File: src/rtl/spi_mem_rx.sv
module spi_mem_rx (
    input  logic       clk,
    input  logic       rst_n,
    input  logic       clear,
    input  logic       bit_stb,
    input  logic       bit_val,
    output logic       byte_stb,
    output logic [7:0] byte_val,
    output logic       at_bound
);

    logic [2:0] cnt;
    logic [6:0] sh;

    always_ff @(posedge clk or negedge rst_n) begin
        if (!rst_n) begin
            cnt      <= '0;
            sh       <= '0;
            byte_stb <= 1'b0;
            byte_val <= '0;
        end else begin
            byte_stb <= 1'b0;
            if (clear) begin
                cnt <= '0;
                sh  <= '0;
            end else if (bit_stb) begin
                cnt <= cnt + 3'd1;
                sh  <= {sh[5:0], bit_val};
                if (cnt == 3'd7) begin
                    byte_stb <= 1'b1;
                    byte_val <= {sh, bit_val};
                end
            end
        end
    end

    assign at_bound = (cnt == 3'd0);

endmodule

File: config.mk
export PLATFORM = sky130hd
export DESIGN_NAME = spi_mem_rx
export DESIGN_NICKNAME = d
export VERILOG_FILES = /design/src/rtl/spi_mem_rx.sv
export SDC_FILE = /design/constraint.sdc
export NUM_CORES = 1
export LEC_CHECK = 0
export ABC_AREA = 1
export BUFFER_PORTS_ARGS = -buffer_cell sky130_fd_sc_hd__clkbuf_2
export CAP_MARGIN = 20
export CORE_ASPECT_RATIO = 0.9
export CORE_MARGIN = 2
export CORE_UTILIZATION = 53
export CTS_BUF_LIST = sky130_fd_sc_hd__clkbuf_16
export CTS_CLUSTER_SIZE = 25
export DETAILED_ROUTE_END_ITERATION = 6
export GPL_ROUTABILITY_DRIVEN = 1
export PLACE_DENSITY = 0.75
export SLEW_MARGIN = 10
export SYNTH_ARGS = -nofsm -noshare
export SYNTH_HDL_FRONTEND = slang
export SYNTH_SLANG_ARGS = --single-unit
File: constraint.sdc
create_clock -name clk -period 1.5 [get_ports clk]
set_clock_uncertainty 0.15 [all_clocks]
set_input_delay 0.225 -clock clk [delete_from_list [all_inputs] [get_ports clk]]
set_output_delay 0.225 -clock clk [all_outputs]
set_load 0.02 [all_outputs]
==> results_dict.tcl, run 1 <==
set metrics [dict create \
    outcome "finished with violations" \
    violations "setup timing" \
    start_util_pct 55.2 \
    setup_viol 1 \
    final_antenna_net_count 0 \
    worst-path-buf-inv 3 \
    h-tree-depth 1 \
    cts_tree "done" \
    worstSetupPathType "reg2out" \
    routedWlPerCell_um 12.2 \
    endpoint_kind "output pin" \
    grt_use_total_pct 19.1 \
    synth_seq_cells 19 \
    fmax_mhz 663 \
    highest_layer "met4" \
    worstPathRequired_ns 1.12 \
    p_seq_share_pct 45.0 \
    p_per_area_nw_per_um2 1080 \
    gp_congestion 0.733 \
    portBuffers 14 \
    fp.coreArea_um2 1650 \
    slew_viol_final 0 \
    final_hold_viol_count 0 \
    rows 14 \
    mostFrequentLayoutCell "nand2_1" \
    relSlewSlack_pct 69.9 \
    netlist_area_um2 910 \
    finalNetCount 115 \
    path_max_fanout 3 \
    hp-class "in2reg" \
    startpoint "cnt[0]$_DFFE_PN0P_" \
    slowest_delay_ns 0.40 \
    internal-power_uw 917 \
    yosysSeqAreaShare_pct 52.3 \
    pwr-share-clk_pct 46.4 \
    switchingPower_uw 258 \
    cap_violations 0 \
    via_per_inst 4.96 \
    drt-pass1-iter-count 4 \
    final_cells 130 \
    grt_pass1_wl_um 2650 \
    switching_share_pct 22.0 \
    io_pins 15 \
    met3_length_um 57 \
    synthMuxAreaShare_pct 0 \
    syn_to_final_growth_pct 19.9 \
    ir_drop_uv 711 \
    synthAdderAreaFrac_pct 4.13 \
    synth_xor_area_share_pct 0 \
    synthesis.nets 96 \
    power_frac_comb_pct 8.6 \
    grt_antenna_before_repair 0 \
    vias 645 \
    period_share_pct 101 \
    wl_met2_um 769 \
    layout_common_cells "nand2_1, dfrtp_1, clkbuf_2, nand3_2, nand4_1" \
    drc_errors 0 \
    slowest_stage "dfrtp_1" \
    cp-start-kind "register" \
    hp-start "bit_val" \
    setup_ws_ns -0.00878 \
    ys_types 16 \
    r2r-start "cnt[1]$_DFFE_PN0P_" \
    drive_above_1_share_pct 39.6 \
    synthCells 88 \
    fp.dieW_um 47.7 \
    grt_pass1_vias 552 \
    met1Wirelength_um 712 \
    synthSimpleGateAreaFrac_pct 35.2 \
    grt_max_degree 20 \
    synth_top_family_by_area "simple AND/OR/NAND/NOR gates" \
    finalWirelength_um 1590 \
    min_period_ns 1.51 \
    crit_family "flip-flops" \
    grt-ovfl-total 0 \
    dp_cells 123 \
    clock_path_buffers 2 \
    die_h_um 43.3 \
    synth-compound-area-share_pct 0 \
    synth.avg_cell_area_um2 10.3 \
    place_hpwl_um 1060 \
    tightestPinTransition_ns 0.451 \
    dieArea_um2 2060 \
    cp_common_cell "inv_2" \
    numCtsBuffers 3 \
    cp_cell_sequence "inv_2, ha_4, inv_2, nor2_2, buf_6" \
    yosysWarnings 0 \
    antenna_cells 0 \
    clock_latency_ns 0.25 \
    dpl_worst_slack_ns 0.0291 \
    leakage_uw 0.000590 \
    rsz0062_at_grt "yes" \
    drt_iter0_drc 19 \
    crit_arrival_ns 1.13 \
    cts.reportedPaths.clkPinSlew_ns 0.05 \
    clock_sinks 19 \
    clockRootBuffer "clkbuf_16" \
]
-- path summary, 6_finish.rpt --
| kind | to | slack (ns) | depth (start not counted) |
|---|---|---|---|
| max | at_bound | -0.009 | 5 |
| min | sh[0]$_DFFE_PN0P_ | 0.09 | 3 |
| max reg2reg | byte_val[5]$_DFFE_PN0P_ | 0.10 | 5 |
| min reg2reg | byte_val[4]$_DFFE_PN0P_ | 0.32 | 2 |
| max in group asynchronous | sh[1]$_DFFE_PN0P_ | 0.57 | 2 |
| min in group asynchronous | byte_val[2]$_DFFE_PN0P_ | 0.32 | 2 |
-- metal layers --
metal	vias to the layer above	track usage, %
met5	-	0
li1	325	-
met4	0	13.0
met2	13	25.4
met1	302	27.4
met3	5	3.83
-- tightest hold or removal path: cells and delay by family --
family / cells / cell delay [ns]
buffers and inverters: 1 / 0.11
and+or+nand+nor: 2 / 0.12
-- stage by stage --
stage	cell area, um2	hold slack, ns	total power, uW	TNS [ns]	utilization [%]
CTS	1060	0.0848	1170	-0.0202	64.5
finish	1090	0.0878	1180	-0.00878	66.3
floorplan	910	-0.221	597	0	-
detailed placement	962	0.0482	615	0	58.4
global route	1090	0.0917	1220	-0.0392	66.3
global placement	962	0.0442	612	0	58.4
-- state kept, by name, indices dropped and copies added, names as in the netlist --
| register | flops |
|---|---|
| byte_stb | 1 |
| cnt | 3 |
| sh | 7 |
| byte_val | 8 |
-- repair_timing --
item	in CTS	in global routing
hold buffers	1	0
setup endpoints to repair	1	9
pin swaps	0	2
gates resized for setup	2	8
hold endpoints to repair	19	0
buffers inserted	1	1
-- power by group through the flow --
stage	Sequential [uW]	Clock (uW)	Combinational [uW]
2_1_floorplan	535	0	61.2
3_3_place_gp	537	0	75.9
3_5_place_dp	537	0	78.2
4_1_cts	528	556	85.4
5_1_grt	529	578	113
6_report	529	546	101
-- Yosys cell counts (all sizes together) --
library cell  number  share of area [%]
nor2               2                1.7
nand4              8                5.5
nand2             36                 15
bufbuf             1                2.1
dfrtp             19                 52
buf                3                4.0
nand3             11                 13
ha                 3                4.1
inv                5                2.3
-- layout make-up --
type / count / area [um2]
Sequential cell: 19 / 475
Timing Repair Buffer: 18 / 109
Inverter: 5 / 21.3
Fill cell: 162 / 556
Clock inverter: 1 / 5.00
Tap cell: 24 / 30.0
Multi-Input combinational cell: 60 / 375
Clock buffer: 3 / 75.1
-- cells by family (layout without fill, tap and decap cells) --
kind of cell             count (synthesis)  in the layout
buffers and inverters                    9             27
adder cells (fa/ha/maj)                  3              3
AND/OR/NAND/NOR                         57             57
flip-flops                              19             19
Note: power is estimated with default switching activity, not from simulation.
==> run 2, diff against run 1 <==
Clock period 1.5 ns to 1.7 ns, I/O delays scaled along.
==> run 2 against run 1 <==
The run now ends clean; first-iteration DRC count is 26% higher; non-clock buffer count is 2 lower; cell count is 1.5% lower; register-to-register slack better by 0.13 ns; combinational power is 31% lower; sequential share of layout area is 1.6 points higher; worst setup slack better by 0.14 ns; flip-flop and latch count stayed put; core utilization is 2.4 points lower; largest power group unchanged; highest routed layer unchanged.
==> results_dict.tcl, run 2 (synthesized netlist as in run 1, its figures left out) <==
set metrics [dict create \
    dieArea_um2 2060 \
    p_per_area_nw_per_um2 963 \
    slowest_delay_ns 0.39 \
    drt-pass1-iter-count 4 \
    dp_cells 123 \
    min_period_ns 1.57 \
    pwr-share-clk_pct 47.2 \
    final_cells 128 \
    path_max_fanout 3 \
    routedWlPerCell_um 12.0 \
    cts.reportedPaths.clkPinSlew_ns 0.05 \
    finalWirelength_um 1540 \
    slew_viol_final 0 \
    fp.coreArea_um2 1650 \
    grt_pass1_vias 544 \
    clock_latency_ns 0.25 \
    final_hold_viol_count 0 \
    power_frac_comb_pct 6.8 \
    h-tree-depth 1 \
    clock_sinks 19 \
    die_h_um 43.3 \
    grt_max_degree 20 \
    io_pins 15 \
    place_hpwl_um 1060 \
    finalNetCount 113 \
    drt_iter0_drc 24 \
    endpoint_kind "output pin" \
    p_seq_share_pct 45.9 \
    busiest_layer "met1" \
    worstSetupPathType "reg2out" \
    cp_common_cell "inv_1" \
    cts_setup_buffers 0 \
    setup_tns_ns 0 \
    grt_use_met3_pct 3.83 \
    relSlewSlack_pct 69.8 \
    portBuffers 14 \
    layout_common_cells "nand2_1, dfrtp_1, clkbuf_2, nand3_2, nand4_1" \
    cap_violations 0 \
    worst-path-buf-inv 3 \
    start_util_pct 55.2 \
    hold_buffers 1 \
    setup_viol 0 \
    switchingPower_uw 219 \
    crit_arrival_ns 1.17 \
    met1_usage_pct 27.4 \
    cp_cell_sequence "inv_1, ha_1, inv_1, nor2_1, clkbuf_2" \
    switching_share_pct 21.6 \
    vias 641 \
    fill_cells 162 \
    fp.dieW_um 47.7 \
    drive_above_1_share_pct 32.7 \
    ir_drop_uv 627 \
    fmax_mhz 636 \
    largest_reg_flops 8 \
    met2_usage_pct 24.9 \
    mostFrequentLayoutCell "nand2_1" \
    period_share_pct 92.4 \
    via_per_inst 5.01 \
    leakage_uw 0.000583 \
    final_antenna_net_count 0 \
    grt_pass1_wl_um 2620 \
    gp_congestion 0.733 \
    grt_antenna_before_repair 0 \
    reg.largest.list "byte_val: 8 flops, sh: 7 flops, cnt: 3 flops" \
    numCtsBuffers 3 \
    rows 14 \
    clockRootBuffer "clkbuf_16" \
    crit_family "flip-flops" \
    syn_to_final_growth_pct 15.7 \
    cts_tree "done" \
    hp-class "in2reg" \
    slowest_stage "dfrtp_1" \
    drc_errors 0 \
    outcome "complete, no violations" \
    cp-start-kind "register" \
    grt_use_total_pct 18.9 \
    worstPathRequired_ns 1.29 \
    rsz0062_at_grt "no" \
    antenna_cells 0 \
    postCtsResizedCells 0 \
    tightestPinTransition_ns 0.453 \
    internal-power_uw 795 \
    grt-ovfl-total 0 \
    max_flop_register "byte_val" \
    clock_path_buffers 2 \
]
run 2: cell types whose count changed in the layout (fill, tap and decap cells not counted), sizes merged:
| cell | delta |
|---|---|
| buf | -3 |
| clkbuf | +1 |
run 2: path summary, 6_finish.rpt:
| path | cells after the start | from | slack (ns) | endpoint |
|---|---|---|---|---|
| worst max-delay path | 5 | cnt[0]$_DFFE_PN0P_ | 0.13 | at_bound |
| worst min-delay path | 3 | bit_val | 0.12 | sh[0]$_DFFE_PN0P_ |
| worst max register to register | 5 | cnt[0]$_DFFE_PN0P_ | 0.23 | byte_val[5]$_DFFE_PN0P_ |
| worst min register to register | 2 | byte_val[4]$_DFFE_PN0P_ | 0.32 | byte_val[4]$_DFFE_PN0P_ |
| max in group asynchronous | 2 | rst_n | 0.74 | sh[1]$_DFFE_PN0P_ |
| min in group asynchronous | 2 | rst_n | 0.35 | byte_val[2]$_DFFE_PN0P_ |
run 2: routing by layer:
metal | wire length, um | vias to the layer above
li1 | - | 320
met1 | 735 | 303
met2 | 715 | 14
met3 | 59 | 4
met4 | 28 | 0
met5 | 0 | -
run 2: area by class of cell:
cell class                 instances  area (um2)  area share [%]
clock buffer                       3        75.1            7.13
clock inverter                     1        5.00           0.476
inverter                           5        21.3            2.02
multi-input combinational         60         358            34.0
sequential                        19         475            45.2
tap                               24        30.0            2.85
timing repair buffer              16        87.6            8.32
run 2: stage by stage:
step                      hold slack, ns  utilization, %  setup WS (ns)  total power, uW  cell area, um2
after global routing               0.122            63.9         0.0512             1060            1050
after CTS                          0.115            63.9          0.112             1030            1050
after detailed placement          0.0782            58.4          0.229              543             962
final                              0.119            63.9          0.129             1010            1050
after global placement            0.0742            58.4          0.285              540             962
after floorplan                   -0.191               -          0.372              526             910
run 2: power groups by stage:
stage / combinational (uW) / clock (uW) / sequential (uW)
3_5_place_dp: 69.0 / 0 / 474
5_1_grt: 78.9 / 510 / 466
4_1_cts: 70.9 / 491 / 466
3_3_place_gp: 67.0 / 0 / 473
6_report: 69.3 / 479 / 466
2_1_floorplan: 54.0 / 0 / 472
run 2: tightest hold or removal path, stage by stage:
cell,delay (ns)
clkbuf_2,0.11
nand3_2,0.07
nand2_1,0.05
==> run 3, diff against run 2 <==
Settings changed: CORE_ASPECT_RATIO 0.9 to unset.
==> run 3 against run 2 <==
Fmax shrank 0.27%; cell area shrank 1.7%; core utilization up 2.5 points; largest cell class unchanged.
==> results_dict.tcl, run 3 (synthesized netlist as in run 1, its figures left out) <==
set metrics [dict create \
    r2r_slack_ns 0.22 \
    worstSetupPathType "reg2out" \
    hp-class "in2reg" \
    postCtsResizedCells 0 \
    endpoint_kind "output pin" \
    setup_viol 0 \
    design_area_um2 1030 \
    final_hold_viol_count 0 \
    grt_use_total_pct 17.8 \
    r2r-end "byte_val[6]$_DFFE_PN0P_" \
    fp.coreArea_um2 1560 \
    clockRootBuffer "clkbuf_16" \
    tightestPinTransition_ns 0.569 \
    p_per_area_nw_per_um2 973 \
    max_flop_register "byte_val" \
    rows 14 \
    r2r-start "cnt[0]$_DFFE_PN0P_" \
    rsz0062_at_grt "no" \
    grt-ovfl-total 0 \
    slew_viol_final 0 \
    reg2reg_depth 5 \
    drt-pass1-iter-count 5 \
    clock_latency_ns 0.25 \
    drt_iter0_drc 10 \
    drc_errors 0 \
    finalNetCount 112 \
    gp_congestion 0.728 \
    place_hpwl_um 1020 \
    start_util_pct 58.3 \
    vias 628 \
    mostFrequentLayoutCell "nand2_1" \
    drive_above_1_share_pct 32.0 \
    fp.dieW_um 45.4 \
    finalPower_uw 1010 \
    clock_path_buffers 2 \
    path_max_fanout 3 \
    min_period_ns 1.58 \
    fill_cells 136 \
    period_share_pct 92.7 \
    worstPathRequired_ns 1.29 \
    die_h_um 45.4 \
    via_per_inst 5.28 \
    dieArea_um2 2060 \
    grt_pass1_wl_um 2570 \
    seq_area_um2 475 \
    clock_sinks 19 \
    ir_drop_uv 549 \
    hp-start "bit_val" \
    hold_path_depth 3 \
    numCtsBuffers 3 \
    grt_max_degree 21 \
    fmax_mhz 635 \
    routedWlPerCell_um 12.2 \
    antenna_cells 0 \
    cp-start-kind "register" \
    h-tree-depth 1 \
    outcome "complete, no violations" \
    crit_arrival_ns 1.17 \
    leakage_uw 0.000578 \
    setup_tns_ns 0 \
    reg.largest.list "byte_val: 8 flops, sh: 7 flops, cnt: 3 flops" \
    finalWirelength_um 1460 \
    cts_tree "done" \
    io_pins 15 \
    relSlewSlack_pct 62.1 \
    place_area_um2 945 \
    grt_pass1_vias 559 \
    holdPathEnd "sh[0]$_DFFE_PN0P_" \
    cts.reportedPaths.clkPinSlew_ns 0.05 \
    layout_common_cells "nand2_1, dfrtp_1, clkbuf_2, nand3_2, nand4_1" \
    cap_violations 0 \
    startpoint "cnt[0]$_DFFE_PN0P_" \
    multiInputGateArea_um2 358 \
    syn_to_final_growth_pct 13.8 \
    largest_reg_flops 8 \
    portBuffers 14 \
    final_antenna_net_count 0 \
    grt_antenna_before_repair 0 \
]
run 3: cell types whose count changed in the layout (fill, tap and decap cells not counted), sizes merged:
cell  change
buf       -1
run 3: area by class of cell:
cell class                 instances  share of cell area [%]
inverter                           5                    2.06
sequential                        19                    45.9
clock inverter                     1                   0.484
clock buffer                       3                    7.26
multi-input combinational         60                    34.6
tap                               16                    1.93
timing repair buffer              15                    7.74
run 3: metrics by stage:
step                hold slack, ns  util, %  std cells  setup WS, ns
finish                       0.110     66.4        119         0.124
CTS                          0.106     66.4        119         0.123
global route                 0.131     66.4        119        0.0533
floorplan                   -0.191        -         88         0.372
detailed placement          0.0779     60.6        114         0.217
global placement            0.0720     60.6        114         0.284
run 3: per-layer routing:
metal	vias up	part of all wire, %	GRT usage (%)
met2	16	46	26.8
met5	-	0	0
li1	320	-	-
met3	5	3.8	3.57
met1	287	47	23.5
met4	0	2.1	10.6
run 3: how the worst max path moves through the flow:
stage	end	slack, ns
4_1_cts	at_bound	0.12
5_1_grt	at_bound	0.05
2_1_floorplan	byte_val[2]$_DFFE_PN0P_	0.37
6_report	at_bound	0.12
3_5_place_dp	byte_val[1]$_DFFE_PN0P_	0.22
3_3_place_gp	byte_val[6]$_DFFE_PN0P_	0.28
run 3: timing repair:
item / 4_1_cts / 5_1_grt
hold buffers: 1 / 0
endpoints found under the hold margin: 19 / 0
setup buffers: 0 / 0
setup endpoints to repair: 0 / 0
run 3: report_power, final:
group / internal, uW / switching, uW
combinational: 18.8 / 48.9
clock: 315 / 159
sequential: 460 / 5.88
total: 793 / 214
run 3: critical path: stages, from the launching register on:
cell and delay, ns:
dfrtp_1 0.39, inv_1 0.10, ha_1 0.15, inv_1 0.03
nor2_1 0.08, clkbuf_2 0.17
